## src/rtl/exec_pkg.sv

```systemverilog
package exec_pkg;
  localparam int XLEN     = 16;
  localparam int NREG     = 16;
  localparam int IDXW     = $clog2(NREG);
  localparam int OPW      = 4;
  localparam int INSW     = OPW + IDXW;
  localparam int TEST_REG = 14;

  localparam logic [OPW-1:0] OP_DEC = 4'h9;
  localparam logic [OPW-1:0] OP_INV = 4'hA;
  localparam logic [OPW-1:0] OP_BPZ = 4'hB;
endpackage

```

## src/rtl/exec_regfile.sv

```systemverilog
module exec_regfile
  import exec_pkg::*;
(
  input  logic            clk_i,
  input  logic            rst_ni,
  input  logic            we_i,
  input  logic [IDXW-1:0] wr_idx_i,
  input  logic [XLEN-1:0] wr_data_i,
  input  logic [IDXW-1:0] ra_idx_i,
  output logic [XLEN-1:0] ra_data_o,
  input  logic [IDXW-1:0] rb_idx_i,
  output logic [XLEN-1:0] rb_data_o,
  output logic [XLEN-1:0] rt_data_o
);
  logic [XLEN-1:0] regs_q [NREG];

  for (genvar g = 0; g < NREG; g++) begin : g_reg
    always_ff @(posedge clk_i or negedge rst_ni) begin
      if (!rst_ni)                     regs_q[g] <= '0;
      else if (we_i && wr_idx_i == g)  regs_q[g] <= wr_data_i;
    end

    p_unwritten_hold_r7: assert property (@(posedge clk_i) disable iff (!rst_ni)
      !(we_i && wr_idx_i == g) |=> $stable(regs_q[g]));
  end

  assign ra_data_o = regs_q[ra_idx_i];
  assign rb_data_o = regs_q[rb_idx_i];
  assign rt_data_o = regs_q[TEST_REG];
endmodule

```

## src/rtl/exec_alu.sv

```systemverilog
module exec_alu
  import exec_pkg::*;
(
  input  logic [OPW-1:0]  op_i,
  input  logic [XLEN-1:0] sel_data_i,
  input  logic [XLEN-1:0] test_data_i,
  input  logic [XLEN-1:0] pc_i,
  output logic            wr_en_o,
  output logic [XLEN-1:0] wr_data_o,
  output logic [XLEN-1:0] pc_next_o
);
  logic [XLEN-1:0] pc_inc;
  assign pc_inc = pc_i + XLEN'(1);

  always_comb begin
    wr_en_o   = 1'b0;
    wr_data_o = sel_data_i;
    pc_next_o = pc_inc;
    case (op_i)
      OP_DEC: begin
        wr_en_o   = 1'b1;
        wr_data_o = sel_data_i - XLEN'(1);
      end
      OP_INV: begin
        wr_en_o   = 1'b1;
        wr_data_o = ~sel_data_i;
      end
      OP_BPZ: begin
        if (!test_data_i[XLEN-1]) pc_next_o = pc_i + sel_data_i;
      end
      default: ;
    endcase
  end
endmodule

```

## src/rtl/exec_pc.sv

```systemverilog
module exec_pc
  import exec_pkg::*;
(
  input  logic            clk_i,
  input  logic            rst_ni,
  input  logic            en_i,
  input  logic [XLEN-1:0] pc_next_i,
  output logic [XLEN-1:0] pc_o
);
  logic [XLEN-1:0] pc_q;

  always_ff @(posedge clk_i or negedge rst_ni) begin
    if (!rst_ni)   pc_q <= '0;
    else if (en_i) pc_q <= pc_next_i;
  end

  assign pc_o = pc_q;

  p_idle_hold_r8: assert property (@(posedge clk_i) disable iff (!rst_ni)
    !en_i |=> $stable(pc_q));
endmodule

```

## src/rtl/exec_core.sv

```systemverilog
module exec_core
  import exec_pkg::*;
(
  input  logic        clk_i,
  input  logic        rst_ni,
  input  logic        run_i,
  output logic [15:0] pc_addr_o,
  input  logic [7:0]  instr_i,
  input  logic        tw_en_i,
  input  logic [3:0]  tw_idx_i,
  input  logic [15:0] tw_data_i,
  input  logic [3:0]  rd_idx_i,
  output logic [15:0] rd_data_o
);
  logic [OPW-1:0]  op;
  logic [IDXW-1:0] sel;
  logic [XLEN-1:0] sel_data, test_data, pc, pc_next, alu_wdata, wdata;
  logic            alu_we, we;
  logic [IDXW-1:0] widx;

  assign op  = instr_i[INSW-1:IDXW];
  assign sel = instr_i[IDXW-1:0];

  // run owns the write port; test writes only when idle
  assign we    = run_i ? alu_we : tw_en_i;
  assign widx  = run_i ? sel : tw_idx_i;
  assign wdata = run_i ? alu_wdata : tw_data_i;

  exec_regfile i_regfile (
    .clk_i     (clk_i),
    .rst_ni    (rst_ni),
    .we_i      (we),
    .wr_idx_i  (widx),
    .wr_data_i (wdata),
    .ra_idx_i  (sel),
    .ra_data_o (sel_data),
    .rb_idx_i  (rd_idx_i),
    .rb_data_o (rd_data_o),
    .rt_data_o (test_data)
  );

  exec_alu i_alu (
    .op_i        (op),
    .sel_data_i  (sel_data),
    .test_data_i (test_data),
    .pc_i        (pc),
    .wr_en_o     (alu_we),
    .wr_data_o   (alu_wdata),
    .pc_next_o   (pc_next)
  );

  exec_pc i_pc (
    .clk_i     (clk_i),
    .rst_ni    (rst_ni),
    .en_i      (run_i),
    .pc_next_i (pc_next),
    .pc_o      (pc)
  );

  assign pc_addr_o = pc;

  p_step_one_r6: assert property (@(posedge clk_i) disable iff (!rst_ni)
    run_i && op != OP_BPZ |=> pc_addr_o == $past(pc_addr_o) + 16'd1);

  p_branch_taken_r4: assert property (@(posedge clk_i) disable iff (!rst_ni)
    run_i && op == OP_BPZ && !test_data[15] |=> pc_addr_o == $past(pc_addr_o + sel_data));

  p_branch_not_taken_r5: assert property (@(posedge clk_i) disable iff (!rst_ni)
    run_i && op == OP_BPZ && test_data[15] |=> pc_addr_o == $past(pc_addr_o) + 16'd1);
endmodule

```

## config.mk

```make
export PLATFORM = sky130hd
export DESIGN_NAME = exec_core
export DESIGN_NICKNAME = d
export VERILOG_FILES = /design/src/rtl/exec_pkg.sv /design/src/rtl/exec_regfile.sv /design/src/rtl/exec_alu.sv /design/src/rtl/exec_pc.sv /design/src/rtl/exec_core.sv
export SDC_FILE = /design/constraint.sdc
export NUM_CORES = 1
export LEC_CHECK = 0
export BUFFER_PORTS_ARGS = -buffer_cell sky130_fd_sc_hd__buf_2
export CORE_MARGIN = 3
export CORE_UTILIZATION = 49
export DETAILED_ROUTE_END_ITERATION = 12
export PLACE_DENSITY = 0.66
export SLEW_MARGIN = 30
export SYNTH_ARGS = -nofsm -noshare
export SYNTH_HDL_FRONTEND = slang
export SYNTH_SLANG_ARGS = --single-unit
export TNS_END_PERCENT = 20
```

## constraint.sdc

```tcl
create_clock -name clk_i -period 5.3 [get_ports clk_i]
set_input_delay 0.53 -clock clk_i [delete_from_list [all_inputs] [get_ports clk_i]]
set_output_delay 0.53 -clock clk_i [all_outputs]
set_load 0.03 [all_outputs]
```

==> flow_summary.ini, run 1 <==
[critical_path]
rrSetupSlack_ns = 1.17
critPathCaptureType = flip-flop
cp.required_ns = 5.75
worstRegToRegCells = 11
rr_endpoint = i_pc.pc_o[15]
crit_start = instr_i[0]
cp-endpoint = i_pc.pc_o[15]
reg2reg_from = i_regfile.regs_q[81]
timing.critical_path.from_type = input port
critical_path_arrival_ns = 4.84
cp_max_fo = 37
worstSetupPathType = in -> reg

[timing]
fmax_mhz = 228
drv_slew = 0
finalSetupViolCount = 0
skew_ns = 0.0138
timing.slew.headroom = 0.414
period_share = 0.828
rsz0062_at_grt = false
finalHoldViolCount = 0
period_minus_slack_ns = 4.39
fin_tns_setup_ns = 0
finalWorstSetupSlack_ns = 0.913
worstMarginPinSlew_ns = 0.876

[layout]
multi_input_area_um2 = 8560
synthToLayoutAreaGrowth_pct = 11.5
nFillCells = 2722
drive_above_1_share = 0.216
diodes = 0
register_area_um2 = 6810
nets = 1627

[power_and_ir_drop]
peakVddDrop_mv = 0.267
power_frac_comb = 0.332
p_leak_uw = 0.00764
switchingPower_uw = 2870
power.density_nw_per_um2 = 452
power_frac_seq = 0.396
switching_share = 0.357
p_clk_frac = 0.272
p_int_uw = 5170

[synth]
synth.top_cell.area_share = 0.426
netlist_instances = 1542
ys_types = 73
postSynth.asyncResetShare = 1.00
syn_area_um2 = 16000
yosys_warnings = 0
ys_seq_area_frac = 0.426
yosys_most_used_dff = dfrtp_1
synth.most_common_cell = nand2_1
ys_ff_latch = 272
synth_nets = 1596
synthTopCellsByArea = dfrtp_1 (43%), mux4_2 (19%), o21ai_0 (7.1%)
postSynthAreaPerCell_um2 = 10.4
synth_edf_count = 0
synthTopCellsByCount = nand2_1 (273), dfrtp_1 (272), o21ai_0 (225)
synth_top_area_cell = dfrtp_1

[min_path]
worstHoldPathType = in -> reg
whs_path_depth = 3

[cts]
numCtsBuffers = 30
cts.sinks = 272
cts.htree.levels = 1
postCtsSetupRepairBufs = 0
ctsResizeCount = 0
clockRootBuffer = clkbuf_16
insertion_delay_ns = 0.57
hold_buffers = 0
clkSlewWorstSetupHoldPaths_ns = 0.07
clk_path_buf_depth = 3
cts_tree = done

[floorplanning]
die_area_um2 = 34800
initial_utilization = 0.502
core_area_um2 = 31800
die_w_um = 187
placementRows = 65
ioPinCount = 68
dieHeight_um = 187

[route]
drc_errors = 0
drt-wirelength-per-cell_um = 24.2
initialDrtViolationCount = 1358
dr.pass1.iters = 5
vias = 13000
ant_nets = 0
routed_wl_um = 49100
avgViaCountPerCell = 6.41

[global_routing]
overflow = 0
antenna_found_initial = 1
first_global_vias = 12900
grt_pass1_wl_um = 76700
grt_max_degree = 112
grt_use_total = 0.282

[placement]
port_buffers = 67
gp_congestion = 0.953
dp_slack_ns = 0.473
dpl.hpwl_um = 32100

[outcome]
status = completed

[job]
maxCapViolCount = 0
critical path, stage by stage:
cell     delay (ns)
buf_4          0.54
buf_4          0.29
mux4_2         0.52
o22ai_1        0.30
nor2_1         0.14
ha_1           0.34
o21ai_0        0.24
nor3_1         0.10
a211o_1        0.38
o31ai_1        0.52
a211o_1        0.20
a21oi_1        0.07
or4_1          0.51
o211a_1        0.14
final cells by class:
class                      count  area share
multi-input combinational   1137       0.481
sequential                   272       0.382
timing repair buffer         121      0.0460
inverter                      11     0.00232
tap                          435      0.0306
clock buffer                  37      0.0448
clock inverter                17      0.0128
power groups by stage:
stage	combinational, uW	sequential [uW]	clock [uW]
finish	2670	3190	2180
global route	2910	3260	2310
CTS	2650	3170	2210
detailed placement	2630	3200	0
global placement	2560	3170	0
floorplan	1890	3130	0
per-layer routing:
metal | share of wire | routed length [um] | global-route usage | vias up
li1 | - | - | - | 5722
met4 | 0.042 | 2040 | 0.114 | 0
met5 | 0 | 0 | 0 | -
met3 | 0.10 | 5150 | 0.0620 | 139
met2 | 0.45 | 22000 | 0.432 | 675
met1 | 0.40 | 19800 | 0.396 | 6469
cells by family (layout without fill, tap and decap cells):
group / count (synthesis) / in the layout / share of synthesized area
flops: 272 / 272 / 0.426
buf+inv: 133 / 186 / 0.0378
mux: 176 / 176 / 0.225
simple gates: 475 / 475 / 0.128
xor+xnor: 21 / 21 / 0.0115
compound gates: 447 / 447 / 0.157
fa+ha+maj: 18 / 18 / 0.0146
registers in the layout, indices dropped and copies added, names as in the netlist:
name	count
i_regfile.regs_q	240
i_pc.pc_o	16
i_regfile.rt_data_o	16
layout by cell type (no fill, tap or decap), types with 5 or more instances in the layout:
| cell | instances |
|---|---|
| mux2_2 | 10 |
| xnor2_1 | 13 |
| a21o_1 | 5 |
| nor3_1 | 13 |
| a21oi_2 | 10 |
| buf_4 | 52 |
| a22oi_1 | 14 |
| clkbuf_1 | 5 |
| or2_2 | 6 |
| clkbuf_16 | 30 |
| mux2i_1 | 23 |
| inv_1 | 10 |
| dfrtp_1 | 272 |
| mux4_1 | 6 |
| buf_2 | 63 |
| xor2_1 | 8 |
| bufinv_16 | 5 |
| o21ai_1 | 26 |
| nor2b_1 | 10 |
| o21ai_0 | 225 |
| o21bai_1 | 5 |
| o22ai_1 | 13 |
| nand2b_1 | 6 |
| a221oi_1 | 5 |
| nor2_1 | 103 |
| clkinv_2 | 9 |
| nand3_1 | 33 |
| a21oi_1 | 107 |
| mux4_2 | 134 |
| ha_1 | 17 |
| nand2_1 | 273 |
stage by stage:
stage                     hold WS, ns  std cells   util  total power (uW)  instance area [um^2]
after global routing            0.424       2030  0.560              8480                 17800
after floorplan                 0.234       1542      -              5010                 16000
after CTS                      0.0638       2027  0.558              8030                 17800
after global placement          0.475       1973  0.526              5730                 16700
after detailed placement        0.485       1973  0.526              5830                 16700
final                           0.402       2030  0.560              8040                 17800
worst min-delay path by stage:
stage,from,end,slack (ns)
floorplan,rst_ni,i_pc.pc_o[0],0.23
global route,tw_data_i[10],i_regfile.regs_q[138],0.42
CTS,rst_ni,i_regfile.regs_q[217],0.06
global placement,i_regfile.regs_q[89],i_regfile.regs_q[89],0.48
detailed placement,i_regfile.rt_data_o[1],i_regfile.rt_data_o[1],0.49
finish,tw_data_i[10],i_regfile.regs_q[74],0.40
(Power assumes the default switching activity.)
==> inputs of run 2 (changes only) <==
Clock period 5.3 ns to 4.15 ns, I/O delays scaled along.
==> run 2 against run 1 <==
Net effect: routed wire length up 2.5%; sequential power grew 28%; via count is 0.59% higher; design area grew 2.9%; first-iteration DRC count is 5.9% higher; global-route usage rose by 0.65 points; worst setup slack lost 0.63 ns; critical endpoint unchanged.
==> flow_summary.ini, run 2 (same netlist as run 1, synthesis figures left out) <==
[layout]
finalInstanceArea_um2 = 18300
diodes = 0
drive_above_1_share = 0.243
nFillCells = 2659
regMostFlops = i_regfile.regs_q
multi_input_area_um2 = 8570
largest_reg_flops = 240
nets = 1674
register_area_um2 = 6810
post-route-util = 0.576
synthToLayoutAreaGrowth_pct = 14.7
final_common_cell = nand2_1
final_cell_mix = nand2_1 (273), dfrtp_1 (272), o21ai_0 (225)

[power_and_ir_drop]
p_leak_uw = 0.00794
peakVddDrop_mv = 0.377
p_clk_frac = 0.282
switchingPower_uw = 3770
power_frac_seq = 0.383
switching_share = 0.352
p_int_uw = 6930
power_frac_comb = 0.336
power.density_nw_per_um2 = 585

[job]
maxCapViolCount = 0

[cts]
cts.htree.levels = 1
clkSlewWorstSetupHoldPaths_ns = 0.06
cts.sinks = 272
clk_path_buf_depth = 3
insertion_delay_ns = 0.57
clockRootBuffer = clkbuf_16
numCtsBuffers = 31
cts_tree = done

[floorplanning]
dieHeight_um = 187
die_area_um2 = 34800
ioPinCount = 68
initial_utilization = 0.502
placementRows = 65
die_w_um = 187
core_area_um2 = 31800

[timing]
worstMarginPinSlew_ns = 0.892
finalSetupViolCount = 0
period_share = 0.932
period_minus_slack_ns = 3.87
rsz0062_at_grt = false
drv_slew = 0
fmax_mhz = 259
finalHoldViolCount = 0
skew_ns = 0.0124
timing.slew.headroom = 0.403

[global_routing]
antenna_found_initial = 2
grt_max_degree = 101
first_global_vias = 12800
grt_pass1_wl_um = 78200
overflow = 0
grt_use_total = 0.289

[min_path]
worstHoldPathType = in -> reg
whs_path_depth = 3

[placement]
gp_congestion = 0.948
port_buffers = 67
place_area_um2 = 17200
dpl.hpwl_um = 33700

[critical_path]
critPathSlowestCell = mux4_2
cp_max_fo = 3
cp.required_ns = 4.60
worstSetupPathType = reg -> reg
critical-path-max-stage-delay_ns = 0.54
crit_path_cell_trace = mux4_2 > mux4_2 > ha_1 > a211oi_1 > o21ai_0 > a211o_1 > o31ai_1 > a211o_1 > a21oi_1 > or4_1 > o211a_1
critical_path_arrival_ns = 4.32
worstRegToRegCells = 11
critPathCaptureType = flip-flop
timing.critical_path.from_type = flip-flop

[route]
dr.pass1.iters = 5
avgViaCountPerCell = 6.29
drt-wirelength-per-cell_um = 24.2
ant_nets = 0
vias = 13100
initialDrtViolationCount = 1438
drc_errors = 0
routed_wl_um = 50300

[outcome]
status = completed
-- run 2: repair_timing --
item | CTS | global route
gates resized for setup | 0 | 0
buffers inserted | 0 | 0
hold buffers | 1 | 0
endpoints found under the hold margin | 96 | 0
-- run 2: final timing paths --
path	slack (ns)	endpoint	startpoint
setup reg to reg	0.28	i_pc.pc_o[15]	i_regfile.regs_q[129]
min in group asynchronous	0.46	i_regfile.regs_q[202]	rst_ni
hold reg to reg	0.50	i_regfile.regs_q[135]	i_regfile.regs_q[135]
hold / removal	0.23	i_regfile.regs_q[251]	run_i
max in group asynchronous	2.64	i_regfile.regs_q[192]	rst_ni
setup / recovery	0.28	i_pc.pc_o[15]	i_regfile.regs_q[129]
-- run 2: final cells by class --
cell class | instances | area share
Multi-Input combinational cell | 1137 | 0.468
Sequential cell | 272 | 0.372
Inverter | 11 | 0.00226
Clock buffer | 42 | 0.0506
Timing Repair Buffer | 167 | 0.0657
Clock inverter | 16 | 0.0119
Tap cell | 435 | 0.0297
-- run 2: power groups by stage --
| stage | Clock, uW | Sequential [uW] | Combinational (uW) |
|---|---|---|---|
| after floorplan | 0 | 3990 | 2410 |
| after global placement | 0 | 4070 | 3440 |
| after detailed placement | 0 | 4100 | 3540 |
| after CTS | 3050 | 4070 | 3560 |
| after global routing | 3170 | 4190 | 3920 |
| final | 3010 | 4090 | 3590 |
-- run 2: worst max-delay path: cells and delay by family (launching register included) --
family | cells | cell delay, ns
AO/OA/AOI/OAI | 7 | 1.53
AND/OR/NAND/NOR | 1 | 0.50
adder cells (fa/ha/maj) | 1 | 0.32
flip-flops | 1 | 0.40
multiplexers | 2 | 1.01
-- run 2: per-stage QoR --
stage	hold WS (ns)	instances	total power, uW	setup slack (ns)	setup TNS (ns)
3_3_place_gp	0.475	2021	7510	0.0229	0
2_1_floorplan	0.119	1542	6400	0.142	0
5_1_grt	0.258	2080	11300	0.0923	0
6_report	0.228	2080	10700	0.283	0
3_5_place_dp	0.486	2021	7650	-0.0392	-0.0392
4_1_cts	0.202	2080	10700	0.321	0
-- run 2: routing by layer --
layer	global-route usage	vias up	share of wire
met5	0	-	0.00026
met1	0.411	6486	0.41
met2	0.444	665	0.45
li1	-	5808	-
met3	0.0605	121	0.099
met4	0.104	2	0.041
==> inputs of run 3 (changes only) <==
Settings changed: GPL_TIMING_DRIVEN from default to 0.
==> run 3 against run 2 <==
Net effect: global-route usage increased by 2.4 points; die area unchanged; count of clock-buffer cells in the layout decreased by 4; design area decreased by 1.2%; clock skew increased by 0.0025 ns; critical path type is now in -> reg; highest routed layer unchanged.
==> flow_summary.ini, run 3 (same netlist as run 1, synthesis figures left out) <==
[outcome]
status = completed

[layout]
regMostFlops = i_regfile.regs_q
post-route-util = 0.569
diodes = 0
nets = 1691
largest_reg_flops = 240
final_common_cell = nand2_1
nFillCells = 2708
multi_input_area_um2 = 8620
register_area_um2 = 6810
drive_above_1_share = 0.198
finalInstanceArea_um2 = 18100
synthToLayoutAreaGrowth_pct = 13.3
final_cell_mix = nand2_1 (273), dfrtp_1 (272), o21ai_0 (225)

[route]
ant_nets = 0
routedLengthMet1_um = 20400
dr.pass1.iters = 6
dr_wl_met3_um = 6620
vias = 13700
highest_layer = met5
drt-wirelength-per-cell_um = 26.1
drc_errors = 0
avgViaCountPerCell = 6.53
routed_wl_um = 54800
wl_met2_um = 25100
initialDrtViolationCount = 1715

[cts]
clockRootBuffer = clkbuf_16
cts.htree.levels = 1
insertion_delay_ns = 0.57
clkSlewWorstSetupHoldPaths_ns = 0.07
cts_tree = done
cts.sinks = 272
numCtsBuffers = 30
clk_path_buf_depth = 3

[floorplanning]
core_area_um2 = 31800
initial_utilization = 0.502
ioPinCount = 68
die_area_um2 = 34800
dieHeight_um = 187
placementRows = 65
die_w_um = 187

[min_path]
worstHoldStart = tw_data_i[10]
whs_path_depth = 3
hold_end = i_regfile.regs_q[234]
worstHoldPathType = in -> reg

[timing]
drv_slew = 0
finalHoldViolCount = 0
skew_ns = 0.0150
timing.slew.headroom = 0.337
period_share = 0.978
fin_tns_setup_ns = 0
worstMarginPinSlew_ns = 0.995
fmax_mhz = 246
rsz0062_at_grt = false
finalSetupViolCount = 0
period_minus_slack_ns = 4.06

[critical_path]
cp_max_fo = 10
critical-path-max-stage-delay_ns = 0.50
rr_endpoint = i_pc.pc_o[15]
worstSetupPathType = in -> reg
rrSetupSlack_ns = 0.10
path_buf_inv = 3
crit_family = compound AO/OA/AOI/OAI gates
critPathCaptureType = flip-flop
critical_path_arrival_ns = 4.52
timing.critical_path.from_type = input port
worstRegToRegCells = 12
cp.required_ns = 4.61
critPathSlowestCell = or4_1
reg2reg_from = i_regfile.regs_q[242]
crit_path_cell_trace = buf_2 > clkbuf_2 > nor2b_1 > a221oi_1 > a22oi_1 > and2_1 > inv_1 > ha_1 > a21oi_1 > nor2b_1 > a211o_1 > o31ai_4 > a211o_1 > a21oi_1 > or4_1 > o211a_1

[global_routing]
grt_use_total = 0.313
grt_max_degree = 74
grt_pass1_wl_um = 83500
overflow = 0
first_global_vias = 13600
antenna_found_initial = 1

[power_and_ir_drop]
peakVddDrop_mv = 0.372
power.density_nw_per_um2 = 590
p_leak_uw = 0.00769

[placement]
place_area_um2 = 16900
port_buffers = 58
gp_congestion = 0.961
dpl.hpwl_um = 41900

[job]
maxCapViolCount = 0
[run 3: changes by cell type in the layout (fill, tap and decap cells not counted), moves of 3 or more]
cell	previous run	this run
clkbuf_1	0	87
buf_6	0	3
buf_16	0	3
buf_1	0	6
clkbuf_2	0	7
buf_2	64	74
clkbuf_8	11	3
buf_12	8	3
buf_4	93	4
[run 3: routing by layer]
layer	GRT usage	vias up
li1	-	5864
met1	0.418	6821
met2	0.490	847
met3	0.0812	162
met4	0.131	2
met5	0	-
[run 3: power breakdown]
group          switching, uW  internal [uW]
clock                   1170           1820
sequential               738           3400
combinational           2010           1550
total                   3920           6770
[run 3: how the worst max path moves through the flow]
stage	from	end	slack, ns	depth (start not counted)
final	instr_i[1]	i_pc.pc_o[15]	0.09	16
after global routing	i_regfile.regs_q[82]	i_pc.pc_o[15]	0.008	12
after CTS	instr_i[2]	i_pc.pc_o[15]	0.03	16
after detailed placement	instr_i[1]	i_regfile.regs_q[220]	-1.09	12
after global placement	rst_ni	i_regfile.regs_q[75]	-2.41	1
after floorplan	instr_i[0]	i_pc.pc_o[15]	0.14	13
[run 3: stage by stage]
step / hold slack [ns] / worst slack, ns / total power (uW) / std cells
after floorplan: 0.119 / 0.142 / 6400 / 1542
after global placement: 0.474 / -2.41 / 7400 / 2035
after CTS: 0.273 / 0.0268 / 10500 / 2096
after detailed placement: 0.441 / -1.09 / 7560 / 2039
after global routing: 0.291 / 0.00756 / 11200 / 2096
final: 0.276 / 0.0914 / 10700 / 2096
[run 3: cell type report]
| type | instances | area share |
|---|---|---|
| plain buffers | 122 | 0.0322 |
| clock buffers | 38 | 0.0448 |
| clock inverters | 18 | 0.0159 |
| inverters | 11 | 0.00228 |
| multi-input cells | 1137 | 0.477 |
| flip-flops and latches | 272 | 0.376 |
| well taps | 435 | 0.0301 |
| repair buffers | 63 | 0.0221 |
[run 3: what timing repair did]
| action | CTS | global route |
|---|---|---|
| hold endpoints to repair | 72 | 0 |
| setup buffers | 0 | 0 |
| endpoints found under the setup margin | 50 | 26 |
| resized for setup | 5 | 14 |
| hold buffers | 1 | 0 |
[run 3: worst register-to-register path: stages (launching register included)]
cell     delay, ns
dfrtp_1       0.46
mux4_2        0.51
a22oi_1       0.31
nand2_1       0.27
ha_1          0.40
o21ai_0       0.25
o21ai_0       0.15
a211o_1       0.40
o31ai_4       0.28
a211o_1       0.18
a21oi_1       0.07
or4_1         0.51
o211a_1       0.14
